$ cat src/rtl/rombank_pkg.sv
// Shared types for the banked expansion ROM decoder.
// Assumes all host strobes are active low.
package rombank_pkg;

    // Host strobes that qualify a ROM read cycle.
    typedef struct packed {
        logic romen_n;
        logic rd_n;
        logic mreq_n;
    } mem_strobe_t;

endpackage

$ cat src/rtl/rombank_sel_reg.sv
// Captures the selected ROM number from a host I/O write to the board port.
// Assumes the write strobes are stable around the sampling clock edge.
// Bits with MASK = 0 are don't-care in the port compare.
module rombank_sel_reg #(
    parameter int              AW    = 16,
    parameter int              DW    = 8,
    parameter logic [AW-1:0]   MATCH = 16'h7E00,
    parameter logic [AW-1:0]   MASK  = 16'hFF00
) (
    input  logic          clk,
    input  logic          rst_n,
    input  logic [AW-1:0] addr,
    input  logic [DW-1:0] data,
    input  logic          iorq_n,
    input  logic          wr_n,
    output logic [DW-1:0] num
);

    logic [AW-1:0] bit_ok;
    logic          port_hit;
    logic          io_wr;

    // Per-bit port compare; masked-out bits always agree.
    for (genvar g = 0; g < AW; g++) begin : g_cmp
        if (MASK[g]) begin : g_care
            assign bit_ok[g] = (addr[g] == MATCH[g]);
        end else begin : g_dont
            assign bit_ok[g] = 1'b1;
        end
    end

    assign port_hit = &bit_ok;
    assign io_wr    = ~iorq_n & ~wr_n & port_hit;

    // Holds the ROM number; cleared by reset, loaded by a matching I/O write.
    always_ff @(posedge clk) begin
        if (!rst_n) begin
            num <= '0;
        end else if (io_wr) begin
            num <= data;
        end
    end

endmodule

$ cat src/rtl/rombank_window.sv
// Decides whether the captured ROM number belongs to this board.
// Accepted range is 1 .. 2**BANK_W-1; any higher bit set rejects it.
module rombank_window #(
    parameter int DW     = 8,
    parameter int BANK_W = 5
) (
    input  logic [DW-1:0] num,
    output logic          in_win
);

    logic nonzero;
    logic upper_clear;

    // OR reduction of the bank bits: zero only for bank 0.
    assign nonzero = |num[BANK_W-1:0];

    // Upper bits must all be clear, when the number has any.
    if (DW > BANK_W) begin : g_upper
        assign upper_clear = ~|num[DW-1:BANK_W];
    end else begin : g_noupper
        assign upper_clear = 1'b1;
    end

    assign in_win = nonzero & upper_clear;

endmodule

$ cat src/rtl/rombank_strobe_gen.sv
// Builds ROM chip-enable, output-enable and the internal-ROM disable.
// Purely combinational, so the outputs follow the host strobes in the same cycle.
module rombank_strobe_gen
    import rombank_pkg::*;
(
    input  mem_strobe_t strb,
    input  logic        in_win,
    output logic        ce_n,
    output logic        oe_n,
    output logic        dis
);

    logic sel;

    // Board owns the ROM window: enable asserted and number accepted.
    always_comb begin
        sel  = ~strb.romen_n & in_win;
        dis  = sel;
        ce_n = ~sel;
        oe_n = ~(sel & ~strb.rd_n & ~strb.mreq_n);
    end

endmodule

$ cat src/rtl/rombank_decoder.sv
// Top of the banked expansion ROM decoder.
// A latched ROM number picks one 16 KB bank of a large ROM device.
// The host address provides the offset within the bank.
// Assumes active-low host strobes and a clock fast enough to see each I/O write.
module rombank_decoder #(
    parameter int              AW         = 16,
    parameter int              DW         = 8,
    parameter int              BANK_W     = 5,
    parameter int              OFFS_W     = 14,
    parameter logic [AW-1:0]   PORT_MATCH = 16'h7E00,
    parameter logic [AW-1:0]   PORT_MASK  = 16'hFF00,
    localparam int             ROM_AW     = BANK_W + OFFS_W
) (
    input  logic              clk,
    input  logic              rst_n,
    input  logic [AW-1:0]     host_addr,
    input  logic [DW-1:0]     host_data,
    input  logic              iorq_n,
    input  logic              mreq_n,
    input  logic              rd_n,
    input  logic              wr_n,
    input  logic              romen_n,
    output logic [ROM_AW-1:0] rom_addr,
    output logic              rom_ce_n,
    output logic              rom_oe_n,
    output logic              int_rom_dis
);

    import rombank_pkg::*;

    logic [DW-1:0] sel_num;
    logic          in_win;
    mem_strobe_t   strb;

    rombank_sel_reg #(
        .AW   (AW),
        .DW   (DW),
        .MATCH(PORT_MATCH),
        .MASK (PORT_MASK)
    ) u_sel (
        .clk   (clk),
        .rst_n (rst_n),
        .addr  (host_addr),
        .data  (host_data),
        .iorq_n(iorq_n),
        .wr_n  (wr_n),
        .num   (sel_num)
    );

    rombank_window #(
        .DW    (DW),
        .BANK_W(BANK_W)
    ) u_win (
        .num   (sel_num),
        .in_win(in_win)
    );

    // Group the read-cycle strobes for the enable logic.
    always_comb begin
        strb.romen_n = romen_n;
        strb.rd_n    = rd_n;
        strb.mreq_n  = mreq_n;
    end

    rombank_strobe_gen u_strb (
        .strb  (strb),
        .in_win(in_win),
        .ce_n  (rom_ce_n),
        .oe_n  (rom_oe_n),
        .dis   (int_rom_dis)
    );

    // Bank bits on top, host offset below.
    assign rom_addr = {sel_num[BANK_W-1:0], host_addr[OFFS_W-1:0]};

endmodule

$ cat config.mk
export PLATFORM = sky130hd
export DESIGN_NAME = rombank_decoder
export DESIGN_NICKNAME = d
export VERILOG_FILES = /design/src/rtl/rombank_pkg.sv /design/src/rtl/rombank_sel_reg.sv /design/src/rtl/rombank_window.sv /design/src/rtl/rombank_strobe_gen.sv /design/src/rtl/rombank_decoder.sv
export SDC_FILE = /design/constraint.sdc
export NUM_CORES = 1
export LEC_CHECK = 0
export ABC_AREA = 1
export BUFFER_PORTS_ARGS = -buffer_cell sky130_fd_sc_hd__buf_4
export CELL_PAD_IN_SITES_DETAIL_PLACEMENT = 0
export CELL_PAD_IN_SITES_GLOBAL_PLACEMENT = 1
export CORE_MARGIN = 2
export CORE_UTILIZATION = 25
export CTS_CLUSTER_SIZE = 10
export DETAILED_ROUTE_END_ITERATION = 16
export PLACE_DENSITY = 0.79
export SLEW_MARGIN = 25
export SYNTH_ARGS = -nofsm -noshare
export SYNTH_HDL_FRONTEND = slang
export SYNTH_SLANG_ARGS = --single-unit
$ cat constraint.sdc
create_clock -name clk -period 1.3 [get_ports clk]
set_input_delay 0.26 -clock clk [delete_from_list [all_inputs] [get_ports clk]]
set_output_delay 0.26 -clock clk [all_outputs]
set_load 0.02 [all_outputs]
# After elaboration in Yosys (flattened, before gate mapping)
# Cells that the tools add are included.
# W data, S select, Z words.
[totals]
ff_bits = 8
in_bits = 31
out_inout_bits = 22
word_cells = 20
[classes]
reduce_logical = 4
bitwise_logic = 15
[op_table]
columns = ["op", "count"]
rows = [
  ["$not A1 Y1", 9],
  ["$reduce_and A8 Y1", 1],
  ["$and A1 B1 Y1", 6],
  ["$reduce_or A5 Y1", 1],
  ["$reduce_or A3 Y1", 1],
  ["$logic_not A1 Y1", 1],
]

# Logic depth before layout (Yosys ltp)
[depth]
word_depth = 7
mapped_depth = 6
depth_no_buf = 6

# Hierarchy
# Synthesis repeated with hierarchy kept, for this count alone.
[unflattened]
cells_unflattened = 87
hier_area_um2 = 621.8
[by_module_without_submodules]
columns = ["mod", "instances", "cells_each", "area_each_um2", "seq_area_each_um2"]
rows = [
  ["rombank_sel_reg", 1, 61, 461.7, 160.2],
  ["rombank_decoder", 1, 14, 105.1, 0.0],
  ["rombank_window", 1, 7, 33.8, 0.0],
  ["rombank_strobe_gen", 1, 5, 21.3, 0.0],
]

# Worst setup path after synthesis
# Ideal clock, no wire load.
[synth_timing]
path_kind = "flip-flop to output port"
start = "reg u_sel.num[5]"
end = "out int_rom_dis"
path_buffers = 0
path_stages_with_launch = 4
setup_slack_ns = 0.012
required_time_ns = 1.040
t_arrival_ns = 1.028
path_cell_list = "dfxtp_1 nor4_1 nand2_1 inv_1"
[synth_between]
elab_chain_len = 4
[synth_lines]
columns = ["element", "line", "text"]
rows = [
  ["start, declared", "rombank_sel_reg.sv:16", "output logic [DW-1:0] num"],
  ["start signal, assigned", "rombank_sel_reg.sv:40", "num <= data;"],
  ["$reduce_or A3 Y1", "rombank_window.sv:19", "assign upper_clear = ~|num[DW-1:BANK_W];"],
  ["$logic_not A1 Y1", "rombank_window.sv:19", ""],
  ["$and A1 B1 Y1", "rombank_window.sv:24", "assign in_win = nonzero & upper_clear;"],
  ["$and A1 B1 Y1", "rombank_strobe_gen.sv:17", "sel = ~strb.romen_n & in_win;"],
  ["end, declared", "rombank_decoder.sv:26", "output logic int_rom_dis"],
]
# No other way between the ends.

# Final worst setup path
[layout_timing]
start = "reg u_sel.num[6]"
end = "out rom_oe_n"
[layout_between]
elab_chain_len = 7
[layout_lines]
columns = ["element", "line", "text"]
rows = [
  ["$reduce_or A3 Y1", "rombank_window.sv:19", ""],
  ["$logic_not A1 Y1", "rombank_window.sv:19", ""],
  ["$and A1 B1 Y1", "rombank_window.sv:24", ""],
  ["$and A1 B1 Y1", "rombank_strobe_gen.sv:17", ""],
  ["$and A1 B1 Y1 (2 in a row)", "rombank_strobe_gen.sv:20", "oe_n = ~(sel & ~strb.rd_n & ~strb.mreq_n);"],
  ["$not A1 Y1", "rombank_strobe_gen.sv:20", ""],
  ["end, declared", "rombank_decoder.sv:25", "output logic rom_oe_n,"],
]
# No other way between the ends.

==> metrics.txt <==
final hold vios 0; diodes inserted 0; Hold Crit Start rst_n; antenna violations before repair 0; Critical Path Max Stage Delay 0.33 ns; DR vias 552; CP Capture Type output port; Pwr Density 657 nW/um^2; I/O pins 53; Core ar. 2430 um^2; post-synth top area share 25.4%; hpwl dp 1.11 mm; largest area contributor in the netlist dfxtp_1; Largest Register u_sel.num; Avg Cell Area, Syn 6.92 um^2; CP top delay family simple AND/OR/NAND/NOR gates; Worst VDD drop 0.257 mV; Routed WL 1.30 mm; Seq pwr share 44.0%; Largest regs u_sel.num x8; Buf/Inv on CP 1; Post-synth EDFFs 0; status finished with violations; drt drc 0; detail-routed via count per cell 3.91; synth top area cells dfxtp_1 25%, buf_4 23%, nor2_1 11%, nand2_1 8.3%, nand4_1 8.0%; setup_tns -0.181 ns; Most used DFF post-synth dfxtp_1; Tightest Hold Check Type input pin to register; Num CTS Buffers 3; pin count of the biggest net entering global routing 10; CTS max path bufs 2; CP max FO 2; gr usage total 9.25%; Total Power 559 uW; Initial Utilization 25.9%; crit path launch u_sel.num[6]; failing checks setup timing; Pins Over Slew Limit 0; CTS tree yes; Max Fclk 0.729 GHz; asr flop ratio synth 0%; Synth Instances 91; row count 18; Die W 54.2 um; worst-margin pin slew 0.290 ns; Syn. warnings 0; worst r2r src u_sel.num[6]; Placer Congestion 0.646; count of state elements after synthesis 8; RSZ-0062 raised after global routing yes; Worst-path clk slew 0.05 ns; Die Span Y 54.2 um; Seq/Total Area, Yosys 25.4%; PortBufs 36; leak pwr 0.000455 uW; flip-flop count of the largest register after layout 8; GRT overflow 0; combinational share of power 23.8%; Root Buffer clkbuf_4; cts hold-fix bufs 0; period utilization 106%; min Tclk post-route 1.37 ns; slowest CP cell dfxtp_2; critical path class register to output port; critical path launch point type register; skew final 0 ns; first-pass GRT wire length 1.94 mm; post-route setup slack -0.0716 ns; clk sinks 8; Routed WL per cell 9.21 um; Arr. time, crit path 1.11 ns; crit-path cells nor4_4 > nand3_1 > buf_4; share of layout cells above drive strength 1 45.9%; Netlist cell types 14; TritonRoute pass-1 iters 4; final-stage net count 144; Net Sw Power 139 uW; H-tree depth 1; Iter 0 DRT Violations 7; Internal 421 uW; Post-Syn Area 629 um^2; Final setup violation count 3; vias in the first global route 513; Synth top cells by count 19 x buf_4, 19 x nor2_1, 14 x nand2_1, 13 x inv_1; post-layout util 35.0%; Worst EP required 1.04 ns; Net Sw Frac 24.8%; Layout area overhead 35.4%; die area 2930 um^2; Clock Power Share 32.2%; Syn Nets 122; ANT nets after route 0; Clk Latency, worst-skew pair 0.24 ns; relative slew slack 80.6%; Max Cap Viol 0
==> metrics by stage <==
stage          instance area (um^2)  setup WS, ns  instances  hold slack (ns)
6_report                        852       -0.0716        141            0.290
4_1_cts                         838       -0.0929        140            0.281
5_1_grt                         852        -0.137        141            0.292
2_1_floorplan                   629        0.0117         91            0.455
3_3_place_gp                    791        0.0706        137            0.471
3_5_place_dp                    791        0.0553        137            0.477
==> layout make-up <==
type,count,area [um^2]
well taps,30,37.5
flip-flops and latches,8,161
fillers,278,1580
inverters,13,48.8
multi-input cells,50,297
clock buffers,3,22.5
repair buffers,37,285
==> cells by family after synthesis <==
family / synth area share [%]
flops: 25.4
buf+inv: 31.0
simple gates: 43.5
==> per-layer routing <==
| layer | routed length (um) | GRT usage [%] | vias to the layer above |
|---|---|---|---|
| met5 | 0 | 0 | - |
| met4 | 0 | 5.00 | 0 |
| met3 | 138 | 3.89 | 0 |
| met2 | 596 | 14.9 | 27 |
| met1 | 563 | 10.2 | 222 |
| li1 | - | - | 303 |
==> power by group through the flow <==
stage               registers [uW]  clock network (uW)  logic (uW)
CTS                            246                 193         135
floorplan                      251                   0         102
detailed placement             251                   0         131
global placement               251                   0         129
global route                   246                 202         145
finish                         246                 180         133
==> worst reg2reg max path: cells and delay by family (launching register included) <==
family	cells	cell delay [ns]
buffers and inverters	1	0.12
flip-flops	1	0.33
AND/OR/NAND/NOR	2	0.14
==> path summary, 6_finish.rpt <==
| kind | endpoint | slack (ns) | depth (start not counted) |
|---|---|---|---|
| worst min-delay path | u_sel.num[0] | 0.29 | 3 |
| worst max-delay path | rom_oe_n | -0.07 | 3 |
| worst min register to register | u_sel.num[4] | 0.51 | 2 |
| worst max register to register | u_sel.num[6] | 0.61 | 3 |
==> what timing repair did <==
item                                    in CTS  in global routing
pin swaps                                    4                  1
setup buffers                                0                  1
endpoints found under the setup margin       3                  3
gates resized for setup                      5                  3
==> cell usage in the layout, fill, tap and decap left out <==
cell      Yosys  final
buf_4        19     35
nor2_1       19     19
nand2_1      14     13
inv_1        13     12
nand4_1       8      8
dfxtp_1       8      7
clkbuf_4      0      3
nor2_4        2      2
nand3_4       2      2
buf_6         0      2
nor4_4        0      1
nor3_2        0      1
nand2_2       0      1
inv_2         0      1
nand3_1       1      1
nor2_8        1      1
nor2_2        1      1
dfxtp_2       0      1
Power figures use the tool's default switching activity.
